===== src/rtl/sysemu_pkg.sv =====
package sysemu_pkg;
  localparam int XLEN     = 32;
  localparam int SHADOW_W = 128;
  localparam int RIDX_W   = 5;
  localparam logic [RIDX_W-1:0] RET_REG = 5'd2;

  typedef enum logic {DS_RUN = 1'b0, DS_STOP = 1'b1} disp_state_e;

  function automatic logic [XLEN-1:0] pc_after_call(input logic [XLEN-1:0] pc);
    return pc + XLEN'(4);
  endfunction

  function automatic logic [XLEN-1:0] ret_value32();
    return '0;
  endfunction

  function automatic logic [SHADOW_W-1:0] ret_value128();
    return {{(SHADOW_W-XLEN){1'b0}}, ret_value32()};
  endfunction
endpackage


===== src/rtl/sysemu_call_table.sv =====
module sysemu_call_table #(
  parameter int N_CALLS = 11,
  parameter int NUM_W   = 32,
  parameter logic [N_CALLS*NUM_W-1:0] TABLE = '0
) (
  input  logic [NUM_W-1:0] key,
  output logic             hit
);
  logic [N_CALLS-1:0] entry_eq;

  for (genvar i = 0; i < N_CALLS; i++) begin : g_entry
    assign entry_eq[i] = (key == TABLE[i*NUM_W +: NUM_W]);
  end

  assign hit = |entry_eq;
endmodule


===== src/rtl/sysemu_writeback.sv =====
module sysemu_writeback
  import sysemu_pkg::*;
(
  input  logic                clk,
  input  logic                rst_n,
  input  logic                fire,
  input  logic [XLEN-1:0]     pc_in,
  output logic                rf_we,
  output logic [RIDX_W-1:0]   rf_waddr,
  output logic [XLEN-1:0]     rf_wdata,
  output logic                sh_we,
  output logic [RIDX_W-1:0]   sh_waddr,
  output logic [SHADOW_W-1:0] sh_wdata,
  output logic                pc_we,
  output logic [XLEN-1:0]     pc_next,
  output logic                retire,
  output logic                fetch_req
);
  always_ff @(posedge clk) begin
    if (!rst_n) begin
      rf_we     <= 1'b0;
      rf_waddr  <= '0;
      rf_wdata  <= '0;
      sh_we     <= 1'b0;
      sh_waddr  <= '0;
      sh_wdata  <= '0;
      pc_we     <= 1'b0;
      pc_next   <= '0;
      retire    <= 1'b0;
      fetch_req <= 1'b0;
    end else begin
      rf_we     <= fire;
      sh_we     <= fire;
      pc_we     <= fire;
      retire    <= fire;
      fetch_req <= fire;
      if (fire) begin
        rf_waddr <= RET_REG;
        rf_wdata <= ret_value32();
        sh_waddr <= RET_REG;
        sh_wdata <= ret_value128();
        pc_next  <= pc_after_call(pc_in);
      end
    end
  end
endmodule


===== src/rtl/sysemu_dispatch.sv =====
module sysemu_dispatch
  import sysemu_pkg::*;
#(
  parameter int N_CALLS = 11,
  parameter int N_ARGS  = 4,
  parameter logic [N_CALLS*XLEN-1:0] CALL_TABLE = {
    32'h0000_0077, 32'h0000_006B, 32'h0000_0064, 32'h0000_0040,
    32'h0000_003D, 32'h0000_003C, 32'h0000_0013, 32'h0000_0012,
    32'h0000_0005, 32'h0000_0004, 32'h0000_0002}
) (
  input  logic                   clk,
  input  logic                   rst_n,
  input  logic                   sys_valid,
  input  logic [XLEN-1:0]        sys_pc,
  input  logic [XLEN-1:0]        call_num,
  input  logic [N_ARGS*XLEN-1:0] call_args,
  output logic                   rf_we,
  output logic [RIDX_W-1:0]      rf_waddr,
  output logic [XLEN-1:0]        rf_wdata,
  output logic                   sh_we,
  output logic [RIDX_W-1:0]      sh_waddr,
  output logic [SHADOW_W-1:0]    sh_wdata,
  output logic                   pc_we,
  output logic [XLEN-1:0]        pc_next,
  output logic                   retire,
  output logic                   fetch_req,
  output logic                   halted,
  output logic [XLEN-1:0]        halt_pc,
  output logic [XLEN-1:0]        halt_num,
  output logic [N_ARGS*XLEN-1:0] dbg_args
);
  disp_state_e state_q;

  // Named internal events for the checker
  logic call_accept;
  logic call_hit;
  logic call_ok;
  logic call_bad;

  sysemu_call_table #(
    .N_CALLS (N_CALLS),
    .NUM_W   (XLEN),
    .TABLE   (CALL_TABLE)
  ) u_table (
    .key (call_num),
    .hit (call_hit)
  );

  assign call_accept = sys_valid && (state_q == DS_RUN);
  assign call_ok     = call_accept && call_hit;
  assign call_bad    = call_accept && !call_hit;

  sysemu_writeback u_wb (
    .clk       (clk),
    .rst_n     (rst_n),
    .fire      (call_ok),
    .pc_in     (sys_pc),
    .rf_we     (rf_we),
    .rf_waddr  (rf_waddr),
    .rf_wdata  (rf_wdata),
    .sh_we     (sh_we),
    .sh_waddr  (sh_waddr),
    .sh_wdata  (sh_wdata),
    .pc_we     (pc_we),
    .pc_next   (pc_next),
    .retire    (retire),
    .fetch_req (fetch_req)
  );

  always_ff @(posedge clk) begin
    if (!rst_n) begin
      state_q  <= DS_RUN;
      halt_pc  <= '0;
      halt_num <= '0;
      dbg_args <= '0;
    end else begin
      if (call_accept) dbg_args <= call_args;
      if (call_bad) begin
        state_q  <= DS_STOP;
        halt_pc  <= sys_pc;
        halt_num <= call_num;
      end
    end
  end

  assign halted = (state_q == DS_STOP);
endmodule


===== config.mk =====
export PLATFORM = sky130hd
export DESIGN_NAME = sysemu_dispatch
export DESIGN_NICKNAME = d
export VERILOG_FILES = /design/src/rtl/sysemu_pkg.sv /design/src/rtl/sysemu_call_table.sv /design/src/rtl/sysemu_writeback.sv /design/src/rtl/sysemu_dispatch.sv
export SDC_FILE = /design/constraint.sdc
export NUM_CORES = 1
export LEC_CHECK = 0
export CAP_MARGIN = 30
export CORE_AREA = 2 2 233 235
export CTS_BUF_LIST = sky130_fd_sc_hd__clkbuf_4 sky130_fd_sc_hd__clkbuf_8 sky130_fd_sc_hd__clkbuf_16
export DETAILED_ROUTE_END_ITERATION = 10
export DIE_AREA = 0 0 235 237
export SETUP_SLACK_MARGIN = 0.1
export SYNTH_ARGS = -nofsm -noshare
export SYNTH_HDL_FRONTEND = slang
export SYNTH_SLANG_ARGS = --single-unit

===== constraint.sdc =====
create_clock -name clk -period 1.9 [get_ports clk]
set_clock_uncertainty 0.15 [all_clocks]
set_input_delay 0.19 -clock clk [delete_from_list [all_inputs] [get_ports clk]]
set_output_delay 0.19 -clock clk [all_outputs]
set_load 0.02 [all_outputs]

==> After elaboration in Yosys (flattened, before gate mapping) <==
Cells that the tools add are included.
{ "classes": {"magnitude_cmp": 0, "mul": 0, "n_bitwise": 1, "div": 0, "n_shift": 0, "n_eq_ne": 11, "muxes": 0, "reduce_logical": 5, "addsub": 1} }
{ "ops": {"columns": ["operator", "count"], "rows": [
  ["== test 32 x 7 -> 1 bit, second input constant", 4],
  ["== test 32 x 3 -> 1 bit, second input constant", 2],
  ["== test 32 x 5 -> 1 bit, second input constant", 2],
  ["== test 32 x 6 -> 1 bit, second input constant", 2],
  ["adder 32 x 3 -> 32 bit, second input constant", 1],
  ["== test 32 x 2 -> 1 bit, second input constant", 1],
  ["OR reduction 11 bit", 1],
  ["logical AND 1 bit", 3],
  ["zero test 1 bit", 1],
  ["inverter 1 bit", 1]
]} }
{ "word_totals": {"out_inout_bits": 400, "latchBits": 0, "ram_bits": 0, "rom_bits": 0, "ff_bits": 227, "in_bits": 195, "word_cells": 25, "n_memories": 0} }

==> Longest topological paths before layout <==
Gate-level depths: netlist of the first run.
{ "logic_depth": {"word_depth": 4, "mapped_depth": 7, "depth_no_buf": 6} }

==> Hierarchy <==
From an unflattened synthesis of the first run, not the netlist that was laid out.
{ "hier_totals": {"cells_unflattened": 1255, "hier_area_um2": 10422.5} }
{ "modules_own_cells": {"columns": ["mod", "seq_area_each_um2", "n_inst", "area_per_inst_um2", "cells_each"], "rows": [
  ["sysemu_dispatch", 3863.7, 1, 7225.7, 846],
  ["sysemu_writeback", 680.7, 1, 3019.1, 383],
  ["sysemu_call_table", 0.0, 1, 177.7, 26]
]} }

==> Worst setup path before layout of the first run <==
OpenSTA, ideal clock, no wires.
{ "synth_path": {"path_kind": "input-to-reg", "from": "input port sys_pc[2]", "to": "register u_wb.pc_next[18]", "arrival_time_ns": 1.837, "path_slack_ns": -0.166, "path_stages": 7, "t_required_ns": 1.671, "n_path_buf": 1, "setup_time_ns": 0.079, "path_cell_list": "ha_1 nand3_2 or4_4 buf_6 or3_1 xor2_1 a211oi_2"} }
{ "synth_via": {"elab_chain_len": 1} }
{ "synth_lines": {"columns": ["item", "line_no", "source"], "rows": [
  ["start, declared", "sysemu_dispatch.sv:14", "input logic [XLEN-1:0] sys_pc,"],
  ["adder 32 x 3 -> 32 bit", "sysemu_pkg.sv:10", "return pc + XLEN'(4);"],
  ["end signal, assigned", "sysemu_writeback.sv:42", "pc_next <= pc_after_call(pc_in);"],
  ["end, declared", "sysemu_writeback.sv:15", "output logic [XLEN-1:0] pc_next,"]
]} }
No other way between the ends.
A chain may end at the register's enable or synchronous reset.

==> Worst setup path in the final report of the first run <==
{ "layout_path": {"from": "input port sys_pc[8]", "to": "register u_wb.pc_next[30]"} }
The elaborated chain is that of the path after synthesis.

==> qor.txt, run 1 <==
outcome: finished, violations left
failing checks: negative hold slack
number of flops mapped to enable cells by yosys: 0
Num CTS Buffers: 28
clock buffer depth: 3
synthesized area per cell: 8.19 um^2
max_cap viols: 0
Setup crit end kind: flop
worst reg2reg path depth: 5
Die Y-Extent: 237 um
Top FF cell, synth: dfxtp_1
maximum vdd drop: 0.593 mV
cell family with most CP delay: simple AND/OR/NAND/NOR gates
Antenna Nets Post-Route: 0
Synth async-reset ratio: 0%
GRT Util Overall: 12.4%
Vias per Instance: 4.01
Seq cells post-synth: 227
top cells by count, synth: nand2_1 (388), dfxtp_1 (227), buf_4 (178)
Synth top area share: 44.6%
mux cell area share after synthesis: 6.19%
final WL: 38.5 mm
Yosys cell types: 43
chip width: 235 um
final worst slack: 69.5 ps
Clock Pin Slew Worst Setup and Hold Paths: 60 ps
number of global-route vias before repair: 9,268
Synth-to-Final Area Change: 67.0%
Rows: 85
CP max stage delay: 570 ps
leakage: 0.00784 uW
max-slew violation count: 0
DRT Pass-1 Iters: 5
crit path DAT: 2160 ps
largest cells by area after synthesis: dfxtp_1 (45%), nand2_1 (14%), buf_4 (13%)
Hold Crit Class: in -> reg
Seq/Total Area, Yosys: 44.6%
area of the multi-input gates: 4880 um^2
initial antenna violation count: 0
dpl hpwl: 27.5 mm
layout cells sized above 1: 11.3%
cell area after synthesis: 10,200 um^2
Initial Util: 19.1%
hold_ws: -3.11 ps
crit-path cells: clkdlybuf4s50_1 > nand3_2 > or4_4 > buf_12 > nor4_2 > xnor2_1 > a211oi_2
vias: 10,000
Yosys top cell by area: dfxtp_1
worst reg2reg setup slack: 280 ps
Critical Path Source Type: input pin
Final period util: 96.3%
compound-gate portion of the synthesized area: 11.6%
Fin. Hold Viols: 1
CP Max Fanout: 5
Worst-Skew Late Latency: 560 ps
DP Cell Count: 2,377
fill count: 5,573
Max Clk Rate: 546 MHz
Pwr Density: 760 nW/um^2
Final Setup Violations: 0
WL per Instance: 15.4 um
largest family of logic cells by synthesized area: simple AND/OR/NAND/NOR gates
first-pass GRT wire length: 55.1 mm
register area: 4540 um^2
# IOs: 595
Simple-Gate Fraction of Synth Area: 18.6%
area of the die: 55,700 um^2
xor and xnor area share after synthesis: 2.49%
post-layout min period: 1830 ps
Residual DRC: 0
Port Buffers: 426
htree depth: 1
post-synthesis cell count: 1,245
nets: 1,982
remaining global-route overflow: 0
clock root cell: clkbuf_16
pin count of the biggest net entering global routing: 97
core area: 53,300 um^2
gpl congestion: 0.824
CP Class: in -> reg
crit path buf inv count: 2
top-count cell post-synth: nand2_1
CP max-delay cell: or4_4
Hold Path Depth: 4
CP Depth: 7
n_diodes: 0
synth warn: 0
CTS tree: built
Synth Area in Adders: 0.123%
RSZ-0062 raised after global routing: yes
pre-CTS setup slack: -658 ps
Detailed Route Iter0 Violations: 433
CTS Sinks: 227
Critical Path RT: 2230 ps
Layout Cells excl Fill: 2,498
-- area by class of cell --
class | instances | area share (%)
clock buffer | 35 | 4.60
clock inverter | 11 | 0.514
inverter | 6 | 0.162
timing repair buffer | 599 | 34.3
tap | 696 | 5.12
multi-input combinational | 924 | 28.6
sequential | 227 | 26.7
-- cell families (layout without fill, tap and decap cells) --
| logic type | Yosys count | in the layout |
|---|---|---|
| AND/OR/NAND/NOR | 459 | 459 |
| buffers and inverters | 262 | 651 |
| flip-flops | 227 | 227 |
| AO/OA/AOI/OAI | 203 | 204 |
| multiplexers | 63 | 63 |
| XOR/XNOR | 29 | 29 |
| adder cells (fa/ha/maj) | 1 | 1 |
| other | 1 | 168 |
-- power by group --
| part | switching [uW] | total (uW) | internal, uW |
|---|---|---|---|
| Clock | 2140 | 5160 | 3020 |
| Combinational | 1530 | 2640 | 1110 |
| Sequential | 125 | 5150 | 5020 |
-- routing by layer --
layer,vias up,GRT usage [%],wire length [um]
met1,4769,14.6,15500
met2,368,22.1,19400
met3,37,3.43,2760
met5,-,0,0
met4,0,2.93,762
li1,4854,-,-
-- cells in the final DEF (no fill, tap or decap), drive strengths merged, types with 16 or more instances in the layout --
cell,instances
a211oi,29
a21oi,134
a31oi,30
buf,111
clkbuf,41
clkdlybuf4s50,155
conb,168
dfxtp,227
dlygate4sd2,238
dlygate4sd3,60
dlymetal6s2s,24
mux2i,63
nand2,388
nand3,16
-- state kept, by name, summed over array words and instances (netlist names) --
register and count:
dbg_args 128, halt_num 32, halt_pc 32, halted 1, u_wb.pc_next 32, u_wb.rf_waddr 1
u_wb.rf_we 1
-- path summary, 6_finish.rpt --
check | start | to
setup / recovery | sys_pc[8] | u_wb.pc_next[30]
hold / removal | call_num[5] | halt_num[5]
setup reg to reg | halted | u_wb.pc_next[15]
hold reg to reg | halt_num[6] | halt_num[6]
-- worst min-delay path, delay by kind of cell --
| kind | cells | cell delay, ps |
|---|---|---|
| simple gates | 1 | 40 |
| mux | 1 | 50 |
| buf+inv | 2 | 360 |
-- metrics by stage --
step	power [uW]	TNS [ps]	utilization, %	hold WS, ps	cell area (um^2)
floorplan	6770	-61.1	-	137	10900
global placement	7870	-55760	28.8	292	15400
detailed placement	7900	-59910	28.8	293	15400
CTS	13000	0	30.8	0.190	16400
global route	13500	0	32.0	12.3	17000
finish	12900	0	32.0	-3.11	17000
-- repair_timing --
action / CTS / global route
pin swaps: 10 / 25
endpoints found under the hold margin: 54 / 24
hold buffers: 37 / 23
setup endpoints to repair: 330 / 101
gates cloned: 2 / 7
gates resized for setup: 256 / 57
setup buffers: 4 / 2
Power figures use the tool's default switching activity.
==> inputs of run 2 (changes only) <==
--- a/config.mk
+++ b/config.mk
@@ -5,7 +5,6 @@
 export SDC_FILE = /design/constraint.sdc
 export NUM_CORES = 1
 export LEC_CHECK = 0
-export CAP_MARGIN = 30
 export CORE_AREA = 2 2 233 235
 export CTS_BUF_LIST = sky130_fd_sc_hd__clkbuf_4 sky130_fd_sc_hd__clkbuf_8 sky130_fd_sc_hd__clkbuf_16
 export DETAILED_ROUTE_END_ITERATION = 10
==> results of run 2 <==
Final layout, timing and power as in run 1 (identical DEF).
